### config.mk
export PLATFORM = sky130hd
export DESIGN_NAME = epMsgRx
export DESIGN_NICKNAME = d
export VERILOG_FILES = /design/src/rtl/epMsgPkg.sv /design/src/rtl/epMsgCtrl.sv /design/src/rtl/epMsgData.sv /design/src/rtl/epMsgRx.sv
export SDC_FILE = /design/constraint.sdc
export NUM_CORES = 1
export LEC_CHECK = 0
export ABC_AREA = 1
export BUFFER_PORTS_ARGS = -buffer_cell sky130_fd_sc_hd__buf_4
export CAP_MARGIN = 20
export CORE_MARGIN = 1
export CORE_UTILIZATION = 55
export DETAILED_ROUTE_END_ITERATION = 10
export PLACE_DENSITY = 0.75
export SLEW_MARGIN = 10
export SYNTH_ARGS = -nofsm -noshare
export SYNTH_HDL_FRONTEND = slang
export SYNTH_HIERARCHICAL = 1
export SYNTH_SLANG_ARGS = --single-unit
### constraint.sdc
create_clock -name clk -period 3.85 [get_ports clk]
set_clock_uncertainty 0.15 [all_clocks]
set_input_delay 0.77 -clock clk [delete_from_list [all_inputs] [get_ports clk]]
set_output_delay 0.77 -clock clk [all_outputs]
set_load 0.02 [all_outputs]
### src/rtl/epMsgPkg.sv
package epMsgPkg;
  localparam logic [7:0] COMMA_K  = 8'hBC;
  localparam logic [7:0] TYPE_TS  = 8'h01;
  localparam logic [7:0] TYPE_DLY = 8'h10;
  localparam logic [7:0] TYPE_TXC = 8'h11;

  typedef enum logic [2:0] {
    S_IDLE, S_TYPE, S_TSPAY, S_ADDR, S_LEN, S_APAY
  } parseState_e;

  // strobes from control to datapath
  typedef struct packed {
    logic tsShift;    // push payload byte into time shifter
    logic tsDone;     // last time byte present on rxData
    logic capture;    // first command payload byte present
    logic commitDly;  // apply delay now
    logic commitTx;   // apply transmit enable now
    logic errInc;     // message aborted
  } strobe_t;
endpackage

### src/rtl/epMsgCtrl.sv
module epMsgCtrl
  import epMsgPkg::*;
#(
  parameter int TS_BYTES = 8
) (
  input  logic       clk,
  input  logic       rst,
  input  logic [7:0] rxData,
  input  logic       rxIsK,
  input  logic       rxErr,
  input  logic [7:0] myAddr,
  output strobe_t    strobe
);
  localparam logic [7:0] LAST_TS = 8'(TS_BYTES - 1);

  parseState_e state, stateNext;
  logic [7:0] cnt, cntNext;
  logic addrHit, addrHitNext;
  logic kindTx, kindTxNext;
  logic firstPay, firstPayNext;
  logic bad;

  assign bad = rxIsK | rxErr;

  always_comb begin
    stateNext    = state;
    cntNext      = cnt;
    addrHitNext  = addrHit;
    kindTxNext   = kindTx;
    firstPayNext = firstPay;
    strobe       = '0;
    if (state != S_IDLE && bad) begin
      strobe.errInc = 1'b1;
      stateNext     = S_IDLE;
    end else begin
      unique case (state)
        S_IDLE: if (rxIsK && !rxErr && rxData == COMMA_K) stateNext = S_TYPE;
        S_TYPE: begin
          cntNext = '0;
          if (rxData == TYPE_TS) stateNext = S_TSPAY;
          else if (rxData == TYPE_DLY || rxData == TYPE_TXC) begin
            kindTxNext = (rxData == TYPE_TXC);
            stateNext  = S_ADDR;
          end else stateNext = S_IDLE;
        end
        S_TSPAY: begin
          strobe.tsShift = 1'b1;
          cntNext = cnt + 8'd1;
          if (cnt == LAST_TS) begin
            strobe.tsDone = 1'b1;
            stateNext     = S_IDLE;
          end
        end
        S_ADDR: begin
          addrHitNext = (rxData == myAddr);
          stateNext   = S_LEN;
        end
        S_LEN: begin
          cntNext      = rxData;
          firstPayNext = 1'b1;
          stateNext    = (rxData == 8'd0) ? S_IDLE : S_APAY;
        end
        S_APAY: begin
          strobe.capture = firstPay;
          firstPayNext   = 1'b0;
          cntNext        = cnt - 8'd1;
          if (cnt == 8'd1) begin
            strobe.commitDly = addrHit & ~kindTx;
            strobe.commitTx  = addrHit & kindTx;
            stateNext        = S_IDLE;
          end
        end
        default: stateNext = S_IDLE;
      endcase
    end
  end

  always_ff @(posedge clk) begin
    if (rst) begin
      state    <= S_IDLE;
      cnt      <= '0;
      addrHit  <= 1'b0;
      kindTx   <= 1'b0;
      firstPay <= 1'b0;
    end else begin
      state    <= stateNext;
      cnt      <= cntNext;
      addrHit  <= addrHitNext;
      kindTx   <= kindTxNext;
      firstPay <= firstPayNext;
    end
  end

  // a flagged symbol inside a message returns the parser to idle
  p_abort_idle_r9: assert property (@(posedge clk) disable iff (rst)
    (state != S_IDLE && (rxIsK || rxErr)) |=> (state == S_IDLE));
  // nothing is counted while waiting for a comma
  p_idle_quiet_r11: assert property (@(posedge clk) disable iff (rst)
    (state == S_IDLE) |-> !strobe.errInc);
endmodule

### src/rtl/epMsgData.sv
module epMsgData
  import epMsgPkg::*;
#(
  parameter int TS_W  = 64,
  parameter int DLY_W = 8,
  parameter int ERR_W = 8
) (
  input  logic             clk,
  input  logic             rst,
  input  logic [7:0]       rxData,
  input  strobe_t          strobe,
  output logic [TS_W-1:0]  timestamp,
  output logic             tsSynced,
  output logic [DLY_W-1:0] delayVal,
  output logic             txEnable,
  output logic [ERR_W-1:0] errCount
);
  localparam int SH_W = TS_W - 8;

  logic [SH_W-1:0] shiftQ;
  logic [TS_W-1:0] rxFull;
  logic [7:0]      stageQ, commitVal;
  logic            tsLoad;

  assign rxFull    = {shiftQ, rxData};
  assign commitVal = strobe.capture ? rxData : stageQ;
  assign tsLoad    = strobe.tsDone && (!tsSynced || rxFull != timestamp);

  always_ff @(posedge clk) begin
    if (rst) begin
      shiftQ    <= '0;
      stageQ    <= '0;
      timestamp <= '0;
      tsSynced  <= 1'b0;
      delayVal  <= '0;
      txEnable  <= 1'b0;
      errCount  <= '0;
    end else begin
      if (strobe.tsShift) shiftQ <= rxFull[SH_W-1:0];
      if (strobe.capture) stageQ <= rxData;
      // one clock of parse latency is folded into the load value
      timestamp <= tsLoad ? rxFull + TS_W'(1) : timestamp + TS_W'(1);
      if (tsLoad) tsSynced <= !tsSynced;
      if (strobe.commitDly) delayVal <= commitVal[DLY_W-1:0];
      if (strobe.commitTx)  txEnable <= commitVal[0];
      if (strobe.errInc && errCount != '1) errCount <= errCount + ERR_W'(1);
    end
  end

  p_ts_step_r2: assert property (@(posedge clk) disable iff (rst)
    !strobe.tsDone |=> timestamp == $past(timestamp) + TS_W'(1));
  p_first_sync_r3: assert property (@(posedge clk) disable iff (rst)
    (strobe.tsDone && !tsSynced) |=> tsSynced);
  p_dly_hold_r6: assert property (@(posedge clk) disable iff (rst)
    !strobe.commitDly |=> $stable(delayVal));
  p_tx_hold_r7: assert property (@(posedge clk) disable iff (rst)
    !strobe.commitTx |=> $stable(txEnable));
  p_err_hold_r9: assert property (@(posedge clk) disable iff (rst)
    !strobe.errInc |=> $stable(errCount));
  p_err_sat_r10: assert property (@(posedge clk) disable iff (rst)
    (errCount == '1) |=> (errCount == '1));
endmodule

### src/rtl/epMsgRx.sv
module epMsgRx
  import epMsgPkg::*;
#(
  parameter int TS_W  = 64,
  parameter int DLY_W = 8,
  parameter int ERR_W = 8
) (
  input  logic             clk,
  input  logic             rst,
  input  logic [7:0]       rxData,
  input  logic             rxIsK,
  input  logic             rxErr,
  input  logic [7:0]       myAddr,
  output logic [TS_W-1:0]  timestamp,
  output logic             tsSynced,
  output logic [DLY_W-1:0] delayVal,
  output logic             txEnable,
  output logic [ERR_W-1:0] errCount
);
  localparam int TS_BYTES = TS_W / 8;

  strobe_t strobe;

  epMsgCtrl #(.TS_BYTES(TS_BYTES)) ctrl_i (
    .clk(clk), .rst(rst), .rxData(rxData), .rxIsK(rxIsK), .rxErr(rxErr),
    .myAddr(myAddr), .strobe(strobe)
  );

  epMsgData #(.TS_W(TS_W), .DLY_W(DLY_W), .ERR_W(ERR_W)) data_i (
    .clk(clk), .rst(rst), .rxData(rxData), .strobe(strobe),
    .timestamp(timestamp), .tsSynced(tsSynced), .delayVal(delayVal),
    .txEnable(txEnable), .errCount(errCount)
  );
endmodule

-- After elaboration in Yosys (flattened, before gate mapping)
Index checks and enable logic that the tools add are counted.
- add/subtract/negate cells: 5
- reductions and logical operators: 20
- multiplexer cells: 17
- bitwise operators: 6
- equal/unequal tests: 17
- operator list (kind ; number):
    $add 64x1->64 const B ; 2
    $mux 64 ; 1
    $ne 64x64->1 ; 1
    $pmux 8 s4 ; 1
    $mux 3 ; 6
    $pmux 3 s6 ; 1
    $add 8x1->8 const B ; 2
    $eq 8x1->1 const B ; 2
    $eq 8x5->1 const B ; 2
    $eq 8x3->1 const B ; 1
    $eq 8x8->1 ; 1
    $eq 8x8->1 const B ; 1
    $logic_not 8->1 ; 1
    $mux 8 ; 1
    $ne 8x8->1 const B ; 1
    $sub 8x1->8 const B ; 1
    $eq 3x2->1 const B ; 2
    $eq 3x3->1 const B ; 2
    $mux 2 ; 3
    $ne 2x1->1 const B ; 3
    $reduce_and 2->1 ; 3
    $logic_and 1x1->1 ; 5
    $mux 5 ; 1
    $reduce_and 4->1 ; 1
    14 further kinds ; 20
- output and inout port bits: 82
- register bits: 160

-- Longest topological paths before layout
- depth after elaboration: 7
- depth in mapped cells: 24
- gate-level depth less buffers: 22

-- Cells and area by module
The synthesis kept the hierarchy.
- modules (own cells, without submodules) (module ; area each (um2) ; seq. area each (um2) ; times used ; cells an instance):
    epMsgData ; 9500.4 ; 2922.8 ; 1 ; 1649
    epMsgCtrl ; 1305.0 ; 280.3 ; 1 ; 228

-- Least setup slack after synthesis
No wires, ideal clock.
- kind: input port to flip-flop
- start: in rxIsK
- end: reg data_i.timestamp[36]
- data arrival time: 3.359 ns
- library setup time: 0.113 ns
- stages: 16
- required time: 3.587 ns
- setup slack: 0.228 ns
- buffers on the path: 2
- path through: or2_1 > nor4_1 > clkbuf_1 > buf_1 > nand3_1 > nand2_1 > ha_1 > nand2_1 > nor2_2 > nand2_1 > nor2_2 > nand2_1 > nor2_1 > nand2_1 > nand2_1 > nor2_1
- RTL lines (element ; RTL line ; text):
    start, declared ; epMsgRx.sv:11 ; input logic rxIsK,
    end signal, assigned ; epMsgData.sv:42 ; timestamp <= tsLoad ? rxFull + TS_W'(1) : timestamp + TS_W'(1);
    end, declared ; epMsgData.sv:12 ; output logic [TS_W-1:0] timestamp,

-- Worst setup path in the final report
- start: reg data_i.timestamp[21]
- end: reg data_i.timestamp[36]
- longest elaborated chain between the ends: 4
- elaborated cells on any way between the ends: 5
- classes of those cells: add/sub: 1; eq/ne: 1; mux: 1; reduce/logical: 2
- RTL lines (element ; RTL line):
    parallel branches: the longest is 3 deep, another holds $add 64x1->64 ; --
    $mux 64 (*) ; epMsgData.sv:42
Every way passes the cells marked *.
A chain may end at the register's enable or synchronous reset.

==> impl_metrics.env <==
export IMPL_status="completed"
export IMPL_holdPathEnd="ctrl_i/firstPay"
export IMPL_cp_max_fo=49
export IMPL_critPathLaunchType="flip-flop"
export IMPL_power_leakage_nw=5.42
export IMPL_gp_congestion=1.03
export IMPL_setup_viol=0
export IMPL_clock_sinks=160
export IMPL_drc_errors=0
export IMPL_final_util_pct=65.5
export IMPL_grt_usage_pct=37.7
export IMPL_final_cell_mix="nand2_1 (591), nor2_1 (283), inv_1 (200), dfxtp_1 (160), nand3_1 (149)"
export IMPL_cts_tree="yes"
export IMPL_crit_path_end_kind="flip-flop"
export IMPL_htreeDepth=4
export IMPL_drtAntennaViolNets=0
export IMPL_grt_max_degree=74
export IMPL_ys_seq_elements=160
export IMPL_start_util_pct=57.0
export IMPL_cts_root_buffer="clkbuf_16"
export IMPL_intPower_w=0.00264
export IMPL_dieHeight_um=142
export IMPL_cts_resized_gates=0
export IMPL_hold_viol=0
export IMPL_via_per_inst=5.54
export IMPL_place_port_buffers=101
export IMPL_drt_pass1_iter_count=5
export IMPL_fin_crit_sh_pct=92.7
export IMPL_ys_warn_count=6
export IMPL_tightest_slew_ps=727
export IMPL_grt_pass1_wl_mm=58.5
export IMPL_synth_top_family_by_area="simple AND/OR/NAND/NOR gates"
export IMPL_synth_mux_area_fraction_pct=0
export IMPL_dieWidth_um=142
export IMPL_wl_per_cell_um=16.8
export IMPL_reg2reg_to="data_i/timestamp[36]"
export IMPL_seq_area_um2=3200
export IMPL_cp_arrival_ps=3750
export IMPL_hold_buffers=0
export IMPL_diodes=0
export IMPL_syn_area_per_cell_um2=5.76
export IMPL_yosysUniqueCellTypes=40
export IMPL_rsz0062_at_grt="no"
export IMPL_numCtsBuffers=17
export IMPL_final_common_cell="nand2_1"
export IMPL_hp_start="ctrl_i/firstPay"
export IMPL_grt_pass1_vias=10935
export IMPL_hold_path_class="reg -> reg"
export IMPL_clock_latency_ps=440
export IMPL_ioPinCount=102
export IMPL_slew_headroom_pct=51.5
export IMPL_clockBufferDepth=2
export IMPL_dp_hpwl_mm=28.9
export IMPL_multiInputGateArea_um2=6370
export IMPL_maxSlewViolCount=0
export IMPL_drive_above_1_share_pct=13.0
export IMPL_combPwrFrac_pct=3.5
export IMPL_seqPwrFrac_pct=46.4
export IMPL_post_cts_buffers=0
export IMPL_synth_adder_area_share_pct=0.579
export IMPL_rr_worst_depth=23
export IMPL_wl_mm=37.5
export IMPL_power_density_nw_per_um2=288
export IMPL_p_switching_w=0.000937
export IMPL_synth_fp_nets=1902
export IMPL_synth_simple_area_share_pct=43.1
export IMPL_clkTransAtPathRegs_ps=70
export IMPL_vias=12373
export IMPL_synth_xor_area_share_pct=1.54
export IMPL_max_freq_mhz=280
export IMPL_maxCapViolCount=0
export IMPL_period_minus_slack_ps=3570
export IMPL_critPathKind="reg -> reg"
export IMPL_antenna_found_initial=0
export IMPL_whs_path_depth=2
export IMPL_tns_ps=0
export IMPL_area_delta_synth_final_pct=14.9
export IMPL_clock_power_share_pct=50.1
export IMPL_die_area_um2=20200
export IMPL_vdd_ir_drop_worst_mv=0.293
export IMPL_synth_area_um2=10800
export IMPL_row_count=50
export IMPL_drtIter0Drc=1369
export IMPL_syn_inst=1877
export IMPL_rr_startpoint="data_i/timestamp[21]"
export IMPL_synth_seq_area_share_pct=29.6
export IMPL_nNetsFinal=1985
export IMPL_nFillCells=1847
export IMPL_synth_compound_area_share_pct=13.5
export IMPL_crit_required_ps=4030
export IMPL_core_um2=19000
export IMPL_sw_frac_of_total_pct=26.2
export IMPL_r2r_setup_slack_ps=280
export IMPL_gr_total_overflow=0
how the worst max path moves through the flow:
stage	from	end	slack, ps	cells past startpoint
final	data_i/timestamp[21]	data_i/timestamp[36]	280	23
after global routing	data_i/timestamp[51]	data_i/timestamp[36]	50	23
after CTS	data_i/shiftQ[21]	data_i/timestamp[52]	180	21
after detailed placement	rxData[5]	data_i/timestamp[52]	40	22
after global placement	rxData[1]	data_i/timestamp[52]	130	22
after floorplan	rxIsK	data_i/timestamp[36]	230	16
kinds of logic after synthesis:
| group | after synthesis |
|---|---|
| AOI/OAI and AO/OA | 280 |
| xor gates and xnor gates | 19 |
| adders and majority gates | 5 |
| buffers and inverters | 295 |
| DFF | 160 |
| and+or+nand+nor | 1118 |
power groups by stage:
stage	clock network [W]	registers [W]	logic (W)
after floorplan	0	0.00170	0.0000664
after detailed placement	0	0.00170	0.000121
after CTS	0.00181	0.00166	0.000121
after global placement	0	0.00170	0.000119
after global routing	0.00188	0.00166	0.000137
final	0.00179	0.00166	0.000124
worst max-delay path, cell delays in order, from the launching register on:
cell	delay (ps)
dfxtp_1	390
inv_1	80
nand2_1	70
o21ai_0	100
nor2_1	150
nand2_1	90
nor2_2	190
nand2_1	170
nor2_2	160
nand2_2	110
nand2_4	110
buf_12	220
nand2_1	80
nand2_1	130
ha_1	210
nand2_1	100
nor2_2	160
nand2_1	140
nor2_2	200
nand2_1	130
nor2_1	150
nand2_1	60
nand2_1	60
nor2_1	40
metrics by stage:
stage	cell area (um2)	instances	hold WS (ps)	total power, W	setup slack, ps
2_1_floorplan	10800	1877	280	0.00177	228
3_3_place_gp	11800	2201	309	0.00182	130
3_5_place_dp	11800	2201	305	0.00182	38.9
4_1_cts	12400	2233	316	0.00359	182
5_1_grt	12400	2233	346	0.00367	47.7
6_report	12400	2233	314	0.00358	282
synthesized netlist by cell type (all sizes together):
library cell / count / area, um2
a21boi: 1 / 7.51
a21oi: 123 / 616
and2: 2 / 12.5
buf: 38 / 293
clkbuf: 27 / 101
dfxtp: 160 / 3200
ha: 5 / 62.6
inv: 230 / 866
nand2: 606 / 2320
nand3: 155 / 806
nand3b: 6 / 45.0
nand4: 11 / 68.8
nor2: 318 / 1290
nor3: 11 / 60.1
nor4: 3 / 18.8
o211ai: 10 / 75.1
o21a: 2 / 15.0
o21ai: 141 / 721
o21bai: 1 / 7.51
o22ai: 1 / 6.26
o311ai: 1 / 8.76
or2: 6 / 37.5
xnor2: 5 / 43.8
xor2: 14 / 123
metal layers:
layer  part of all wire [%]  GRT usage (%)  routed length, um
met3                     10           7.77               3810
met2                     42           55.9              15700
met5                      0              0                  0
met4                    2.3           11.2                879
met1                     46           54.4              17100
sequential cells by signal, summed over array words and instances (netlist names):
| register | count |
|---|---|
| data_i/timestamp | 64 |
| data_i/shiftQ | 56 |
| ctrl_i/cnt | 8 |
| data_i/delayVal | 8 |
| data_i/errCount | 8 |
| data_i/stageQ | 8 |
| ctrl_i/state | 3 |
| ctrl_i/addrHit | 1 |
| ctrl_i/firstPay | 1 |
| ctrl_i/kindTx | 1 |
| data_i/tsSynced | 1 |
| data_i/txEnable | 1 |
layout make-up:
cell class | instances | area share (%)
clock buffers | 17 | 3.43
clock inverters | 15 | 1.46
inverters | 230 | 6.98
multi-input cells | 1422 | 51.3
flip-flops and latches | 160 | 25.8
well taps | 260 | 2.62
repair buffers | 129 | 8.41
Power figures use the tool's default switching activity.
